===== src/rtl/rcs_pkg.sv =====
package rcs_pkg;
  // Kind of update applied to the stack in one cycle
  typedef enum logic [1:0] {
    EV_NONE  = 2'd0,
    EV_STEP  = 2'd1,
    EV_SPLIT = 2'd2
  } rcs_ev_e;
endpackage


===== src/rtl/rcs_branch_eval.sv =====
module rcs_branch_eval #(
  parameter int WARP_W = 4,
  parameter int PC_W   = 8
) (
  input  logic [WARP_W-1:0] act_mask,
  input  logic [WARP_W-1:0] taken_mask,
  input  logic [PC_W-1:0]   target,
  input  logic [PC_W-1:0]   fallthru,
  input  logic [PC_W-1:0]   reconv,
  output logic              is_split,
  output logic [PC_W-1:0]   uni_pc,
  output logic [WARP_W-1:0] tk_mask,
  output logic [WARP_W-1:0] nt_mask,
  output logic              tk_push,
  output logic              nt_push,
  output logic [1:0]        n_push
);
  logic both_at_join;

  always_comb begin
    tk_mask      = taken_mask & act_mask;
    nt_mask      = act_mask & ~tk_mask;
    both_at_join = (target == reconv) && (fallthru == reconv);
    is_split     = (tk_mask != '0) && (tk_mask != act_mask) && !both_at_join;
    if (tk_mask == '0)           uni_pc = fallthru;
    else if (tk_mask == act_mask) uni_pc = target;
    else                          uni_pc = reconv;
    tk_push = (target != reconv);
    nt_push = (fallthru != reconv);
    n_push  = {1'b0, tk_push} + {1'b0, nt_push};
  end
endmodule


===== src/rtl/rcs_stack_store.sv =====
module rcs_stack_store #(
  parameter int              WARP_W  = 4,
  parameter int              PC_W    = 8,
  parameter int              DEPTH   = 8,
  parameter logic [PC_W-1:0] BOOT_PC = '0,
  localparam int             IW      = $clog2(DEPTH)
) (
  input  logic              clk,
  input  logic              rst_n,
  input  logic [IW-1:0]     rd_idx,
  output logic [PC_W-1:0]   rd_next,
  output logic [PC_W-1:0]   rd_rpc,
  output logic [WARP_W-1:0] rd_mask,
  input  logic              nx_we,
  input  logic [IW-1:0]     nx_idx,
  input  logic [PC_W-1:0]   nx_val,
  input  logic              pa_we,
  input  logic [IW-1:0]     pa_idx,
  input  logic [PC_W-1:0]   pa_next,
  input  logic [PC_W-1:0]   pa_rpc,
  input  logic [WARP_W-1:0] pa_mask,
  input  logic              pb_we,
  input  logic [IW-1:0]     pb_idx,
  input  logic [PC_W-1:0]   pb_next,
  input  logic [PC_W-1:0]   pb_rpc,
  input  logic [WARP_W-1:0] pb_mask
);
  logic [PC_W-1:0]   next_q [DEPTH];
  logic [PC_W-1:0]   rpc_q  [DEPTH];
  logic [WARP_W-1:0] mask_q [DEPTH];

  for (genvar i = 0; i < DEPTH; i++) begin : g_slot
    logic              en;
    logic [PC_W-1:0]   next_d;
    logic [PC_W-1:0]   rpc_d;
    logic [WARP_W-1:0] mask_d;

    always_comb begin
      en     = 1'b0;
      next_d = next_q[i];
      rpc_d  = rpc_q[i];
      mask_d = mask_q[i];
      if (pa_we && (pa_idx == IW'(i))) begin
        en = 1'b1; next_d = pa_next; rpc_d = pa_rpc; mask_d = pa_mask;
      end else if (pb_we && (pb_idx == IW'(i))) begin
        en = 1'b1; next_d = pb_next; rpc_d = pb_rpc; mask_d = pb_mask;
      end else if (nx_we && (nx_idx == IW'(i))) begin
        en = 1'b1; next_d = nx_val;
      end
    end

    always_ff @(posedge clk or negedge rst_n) begin
      if (!rst_n) begin
        next_q[i] <= (i == 0) ? BOOT_PC : '0;
        rpc_q[i]  <= '0;
        mask_q[i] <= (i == 0) ? {WARP_W{1'b1}} : '0;
      end else if (en) begin
        next_q[i] <= next_d;
        rpc_q[i]  <= rpc_d;
        mask_q[i] <= mask_d;
      end
    end
  end

  assign rd_next = next_q[rd_idx];
  assign rd_rpc  = rpc_q[rd_idx];
  assign rd_mask = mask_q[rd_idx];
endmodule


===== src/rtl/simt_reconv_stack.sv =====
module simt_reconv_stack
  import rcs_pkg::*;
#(
  parameter int              WARP_W  = 4,
  parameter int              PC_W    = 8,
  parameter int              DEPTH   = 8,
  parameter logic [PC_W-1:0] BOOT_PC = '0
) (
  input  logic              clk,
  input  logic              rst_n,
  input  logic              br_valid,
  input  logic [WARP_W-1:0] br_taken_mask,
  input  logic [PC_W-1:0]   br_target,
  input  logic [PC_W-1:0]   br_fallthru,
  input  logic [PC_W-1:0]   br_reconv,
  input  logic              step_valid,
  input  logic [PC_W-1:0]   step_pc,
  output logic [PC_W-1:0]   fetch_pc,
  output logic [WARP_W-1:0] active_mask,
  output logic              overflow_err
);
  localparam int IW = $clog2(DEPTH);
  localparam int DW = $clog2(DEPTH + 1);
  localparam int EW = DW + 1;

  logic [DW-1:0]     depth_q, depth_d;
  logic              ovf_q, ovf_d;
  logic [IW-1:0]     top_idx;
  logic [PC_W-1:0]   top_next, top_rpc;
  logic [WARP_W-1:0] top_mask;

  logic              is_split, tk_push, nt_push;
  logic [1:0]        n_push;
  logic [PC_W-1:0]   uni_pc, move_pc;
  logic [WARP_W-1:0] tk_mask, nt_mask;

  rcs_ev_e           ev;
  logic              merge, ovf_now, pop_now;
  logic [EW-1:0]     base, new_depth;

  logic              nx_we, pa_we, pb_we;
  logic [IW-1:0]     nx_idx, pa_idx, pb_idx;
  logic [PC_W-1:0]   nx_val, pa_next, pb_next;
  logic [WARP_W-1:0] pa_mask, pb_mask;

  assign top_idx = IW'(depth_q - DW'(1));

  rcs_branch_eval #(.WARP_W(WARP_W), .PC_W(PC_W)) u_eval (
    .act_mask   (top_mask),
    .taken_mask (br_taken_mask),
    .target     (br_target),
    .fallthru   (br_fallthru),
    .reconv     (br_reconv),
    .is_split   (is_split),
    .uni_pc     (uni_pc),
    .tk_mask    (tk_mask),
    .nt_mask    (nt_mask),
    .tk_push    (tk_push),
    .nt_push    (nt_push),
    .n_push     (n_push)
  );

  rcs_stack_store #(.WARP_W(WARP_W), .PC_W(PC_W), .DEPTH(DEPTH), .BOOT_PC(BOOT_PC)) u_store (
    .clk     (clk),
    .rst_n   (rst_n),
    .rd_idx  (top_idx),
    .rd_next (top_next),
    .rd_rpc  (top_rpc),
    .rd_mask (top_mask),
    .nx_we   (nx_we),
    .nx_idx  (nx_idx),
    .nx_val  (nx_val),
    .pa_we   (pa_we),
    .pa_idx  (pa_idx),
    .pa_next (pa_next),
    .pa_rpc  (br_reconv),
    .pa_mask (pa_mask),
    .pb_we   (pb_we),
    .pb_idx  (pb_idx),
    .pb_next (pb_next),
    .pb_rpc  (br_reconv),
    .pb_mask (pb_mask)
  );

  // Event decode: a branch outranks a step in the same cycle
  always_comb begin
    if (br_valid)        ev = is_split ? EV_SPLIT : EV_STEP;
    else if (step_valid) ev = EV_STEP;
    else                 ev = EV_NONE;
    move_pc   = br_valid ? uni_pc : step_pc;
    merge     = (depth_q > DW'(1)) && (br_reconv == top_rpc);
    base      = merge ? (EW'(depth_q) - EW'(1)) : EW'(depth_q);
    new_depth = base + EW'(n_push);
    ovf_now   = (ev == EV_SPLIT) && (new_depth > EW'(DEPTH));
    pop_now   = (ev == EV_STEP) && (depth_q > DW'(1)) && (move_pc == top_rpc);
  end

  // Next-state for the stack contents, depth and error flag
  always_comb begin
    depth_d = depth_q;
    ovf_d   = ovf_q | ovf_now;
    nx_we   = 1'b0; nx_idx = top_idx;       nx_val  = move_pc;
    pa_we   = 1'b0; pa_idx = IW'(base);     pa_next = br_fallthru; pa_mask = nt_mask;
    pb_we   = 1'b0; pb_idx = IW'(base + EW'(1)); pb_next = br_target; pb_mask = tk_mask;
    if (!nt_push) begin
      pa_next = br_target;
      pa_mask = tk_mask;
    end
    case (ev)
      EV_SPLIT: begin
        if (!ovf_now) begin
          nx_we   = !merge;
          nx_val  = br_reconv;
          pa_we   = 1'b1;
          pb_we   = (n_push == 2'd2);
          depth_d = DW'(new_depth);
        end
      end
      EV_STEP: begin
        if (pop_now) depth_d = depth_q - DW'(1);
        else         nx_we   = 1'b1;
      end
      default: ;
    endcase
  end

  always_ff @(posedge clk or negedge rst_n) begin
    if (!rst_n) begin
      depth_q <= DW'(1);
      ovf_q   <= 1'b0;
    end else begin
      depth_q <= depth_d;
      ovf_q   <= ovf_d;
    end
  end

  assign fetch_pc     = top_next;
  assign active_mask  = top_mask;
  assign overflow_err = ovf_q;


  mask_live_chk: assert property (@(posedge clk) disable iff (!rst_n)
    active_mask != '0);


  split_subset_chk: assert property (@(posedge clk) disable iff (!rst_n)
    (ev == EV_SPLIT && !ovf_now) |=> ((active_mask & ~$past(active_mask)) == '0));


  bottom_full_chk: assert property (@(posedge clk) disable iff (!rst_n)
    (depth_q == DW'(1)) |-> (active_mask == {WARP_W{1'b1}}));


  ovf_sticky_chk: assert property (@(posedge clk) disable iff (!rst_n)
    overflow_err |=> overflow_err);


  ovf_hold_chk: assert property (@(posedge clk) disable iff (!rst_n)
    ovf_now |=> ($stable(fetch_pc) && $stable(active_mask)));


  step_move_chk: assert property (@(posedge clk) disable iff (!rst_n)
    (step_valid && !br_valid && !pop_now) |=> (fetch_pc == $past(step_pc) && $stable(active_mask)));
endmodule


===== config.mk =====
export PLATFORM = sky130hd
export DESIGN_NAME = simt_reconv_stack
export DESIGN_NICKNAME = d
export VERILOG_FILES = /design/src/rtl/rcs_pkg.sv /design/src/rtl/rcs_branch_eval.sv /design/src/rtl/rcs_stack_store.sv /design/src/rtl/simt_reconv_stack.sv
export SDC_FILE = /design/constraint.sdc
export NUM_CORES = 1
export LEC_CHECK = 0
export BUFFER_PORTS_ARGS = -buffer_cell sky130_fd_sc_hd__buf_2
export CAP_MARGIN = 20
export CORE_MARGIN = 1
export CORE_UTILIZATION = 40
export CTS_CLUSTER_DIAMETER = 40
export DETAILED_ROUTE_END_ITERATION = 6
export HOLD_SLACK_MARGIN = 0.03
export PLACE_DENSITY = 0.56
export SLEW_MARGIN = 30
export SYNTH_ARGS = -nofsm -noshare
export SYNTH_HDL_FRONTEND = slang
export SYNTH_HIERARCHICAL = 1
export SYNTH_SLANG_ARGS = --single-unit

===== constraint.sdc =====
create_clock -name clk -period 11 [get_ports clk]
set_input_delay 2.2 -clock clk [delete_from_list [all_inputs] [get_ports clk]]
set_output_delay 2.2 -clock clk [all_outputs]
set_load 0.01 [all_outputs]

==> summary.md <==
After the first detailed-routing iteration, the DRC count stood at 800. The root buffer cell chosen for the clock tree is clkbuf_16. The logs give 0 for the final number of hold-violating endpoints and 0 for the number of failing setup endpoints in the final timing report. The logs give 9.50 ns for the data arrival time of the worst path and 17 for the CTS buffer count. After floorplanning, the core was sized to cover 27900 um^2. The highest layer used for signal routing was met4.

The layout cell share with drive strength beyond 1 came out at 24.7%. Combinational logic is responsible for 40.4% of the overall power. Traced cell by cell, the critical path runs through clkinv_2 > ha_1 > inv_2 > buf_4 > mux4_2 > mux2_2 > xnor2_1 > nand4_2 > nor3_2 > xnor2_1 > ha_1 > inv_1 > fa_1 > nand2b_1 > nand3b_1 > a21bo_4 > a21oi_2 > nor3b_1 > and4bb_2 > mux2_2 > mux2i_1 > o21ai_0. At the pin with the least slew margin, the transition time is 0.976 ns. Synthesis produced a netlist whose cell count is 1136.

After detailed routing, the wire length on met1 is 15.9 mm. 53 I/O pins were placed. Relative to the synthesized area, the layout overhead comes to 10.1%. The post-synth net total was 1182. The maximum number of pins on one net before global-route repair was 91; the required arrival time at the worst endpoint was 11.27 ns. Summing every instance area after synthesis gives 11400 um^2. The number of non-filler instances in the completed layout was 1520; the area share of the largest cell type after synthesis was 35.2%. Counting tap cells, the placed design contains a total of 1485 instances. The first global-routing pass estimated 53.3 mm of wire. The final critical-path share of the clock period was 83.8%. STA classifies the critical path startpoint as a flip-flop. Ranked by total cell area, the synthesized netlist is headed by dfrtp_1 35%, mux2i_1 15%, mux2_2 9.6%. The run gives 1 as the number of antenna violations at the first check in global routing. The synthesized design contains 0 enable-type register cells. In the final timing run, aggregate negative setup slack is 0 ns. The tools report the sequential-to-total area share from yosys stat as 36.3%.

Of all cell types, the one taking the most synthesized area is dfrtp_1. Internal power comes to 1.54 mW. The shortest clock period the worst path allows after layout was 9.22 ns; the count of nets left with antenna violations after detail routing was 0. For the total die area, the log shows 29100 um^2. The sequential group share of total power is 33.3%, and the peak fanout along the critical path is 29. The chip width is 171 um, and the half-perimeter wire length after detailed placement is 22.3 mm. The setup path with the least slack is of type reg2reg. Gates resized during post-CTS repair numbered 0. Counting flops and latches in the post-synthesis netlist gives 165. Top flip-flop cell by instance count after synthesis: dfrtp_1. Counting instances in the post-synthesis netlist gives the leading cell types as 169 x mux2i_1, 161 x nand2_1, 160 x dfrtp_1. The first-pass detailed-route iteration total is 5, and the clock-pin slew reported for the worst setup and hold paths after clock tree synthesis is 0.07 ns. The total number of vias came out at 8622.

For this run, the slowest stage of the critical path takes 0.99 ns. The tightest min-delay check is of the reg2reg type. Yosys instantiated no cell more often than mux2i_1. The number of setup buffers added after CTS is 0.

The total net switching power is 0.931 mW, and the all-layer global routing usage is 24.7%. The count of max-cap constraint violations came out at 0. In the routed design, unresolved DRC markers number 0.

Dividing total power by cell area gives a power density of 197 nW/um^2. The slowest stage of the critical path is the and4bb_2 cell. The total length of routed wires is 34.7 mm, and the routed length per placed instance is 22.9 um.

The final layout contains 1174 nets. The CTS H-tree depth came out at 4. The run finished with clean final reports. The number of buffers inserted by port buffering works out to 52. Per report_power, the clock group accounts for 26.3% of the total. Summed over all nets, wire length on met3 after detailed routing comes to 1.67 mm. TritonCTS built the clock tree.

Yosys printed 6 warnings. For the hold-fix buffer count after cts, the log shows 0. The fmax was 0.108 GHz; the switching share of power was 37.7%. The tools report the clock latency on the worst-skew pair as 0.43 ns. For this design the static power due to leakage is 5.44 nW. The initial cell density of the core was 40.8%. Across the routed clock network, the largest skew measured is 0.0144 ns. The number of library cell types mapped by synthesis is 65, and the height of the die is 171 um. CTS saw 165 sinks.

For this run the aggregate overflow at the end of global routing stands at 0. For the maximum count of clock buffers along a single path, the log shows 2. Final count of pins violating max slew: 0.

STA classifies the critical path endpoint as a flip-flop. Setup repair after global routing left no endpoint under its margin. The worst-case vdd ir drop is 118 uV. The logs give 0.882 for the global placement routability congestion and 16.6 mm for the met2 wire length.

The number of global-route vias before repair was 8474; the ratio of routed vias to standard cells was 5.67. The count of standard-cell rows is 61, and the post-synthesis average cell area is 10.0 um^2. The async set-or-reset flop fraction in the synthesized netlist came out at 100%.

The worst pin sits at a relative slew slack of 34.8%.
==> state kept, by name, indices dropped and copies added (netlist names) <==
register        count
u_store/mask_q     32
u_store/next_q     64
overflow_err        1
depth_q             4
u_store/rpc_q      64
==> routing by layer <==
layer  vias up  global-route usage [%]
li1       4024                       -
met5         -                       0
met2       249                    40.4
met3        36                    2.78
met4         0                    7.01
met1      4313                    34.3
==> per-stage QoR <==
stage	util [%]	power (mW)	area, um^2	setup slack, ns	hold WS (ns)
2_1_floorplan	-	1.51	11400	4.44	0.493
3_3_place_gp	42.4	1.81	11800	2.05	0.469
3_5_place_dp	42.5	1.82	11800	1.78	0.471
4_1_cts	44.8	2.47	12500	1.76	0.486
5_1_grt	45.0	2.60	12500	1.14	0.517
6_report	45.0	2.47	12500	1.78	0.499
==> cell type report <==
class	instances	area [um^2]
fillers	2663	15300
inverters	29	110
multi-input cells	844	6720
clock buffers	19	433
flip-flops and latches	165	4140
repair buffers	71	473
clock inverters	13	189
well taps	378	473
diodes	1	2.50
==> critical path, delay by kind of cell, from the launching register on <==
kind | cells | cell delay [ns]
DFF | 1 | 0.58
xor gates and xnor gates | 2 | 0.69
buffers and inverters | 4 | 1.44
adders and majority gates | 3 | 1.37
AOI/OAI and AO/OA | 3 | 1.05
muxes | 4 | 1.25
and+or+nand+nor | 6 | 2.66
==> power groups by stage <==
stage / clock network, mW / logic, mW / registers (mW)
after global routing: 0.685 / 1.08 / 0.832
after floorplan: 0 / 0.723 / 0.786
after CTS: 0.657 / 0.997 / 0.819
final: 0.648 / 0.997 / 0.823
after global placement: 0 / 0.986 / 0.827
after detailed placement: 0 / 0.994 / 0.828
==> logic make-up after synthesis <==
| kind of cell | count (synthesis) | share of synthesized area (%) |
|---|---|---|
| adder cells (fa/ha/maj) | 6 | 0.726 |
| flip-flops | 165 | 36.3 |
| multiplexers | 307 | 32.5 |
| XOR/XNOR | 38 | 2.92 |
| AO/OA/AOI/OAI | 226 | 11.6 |
| AND/OR/NAND/NOR | 267 | 10.7 |
| buffers and inverters | 127 | 5.30 |
==> layout by cell type, fill, tap and decap left out, types with 25 or more instances in the layout <==
cell / instances
a21oi_1: 26
buf_2: 51
dfrtp_1: 160
inv_1: 25
mux2_2: 97
mux2i_1: 167
mux4_2: 40
nand2_1: 161
nor2_1: 50
o21ai_0: 138
o21ai_1: 31
xnor2_1: 28
==> path summary, 6_finish.rpt <==
check                              from                 end  slack [ns]  cells after the start
max in group asynchronous         rst_n  u_store/next_q[39]        7.93                      2
hold / removal             overflow_err        overflow_err        0.50                      1
min in group asynchronous         rst_n   u_store/rpc_q[28]        1.85                      1
hold reg to reg            overflow_err        overflow_err        0.50                      1
setup reg to reg             depth_q[0]  u_store/next_q[25]        1.78                     22
setup / recovery             depth_q[0]  u_store/next_q[25]        1.78                     22
No activity file was read; power rests on OpenSTA's default activity.
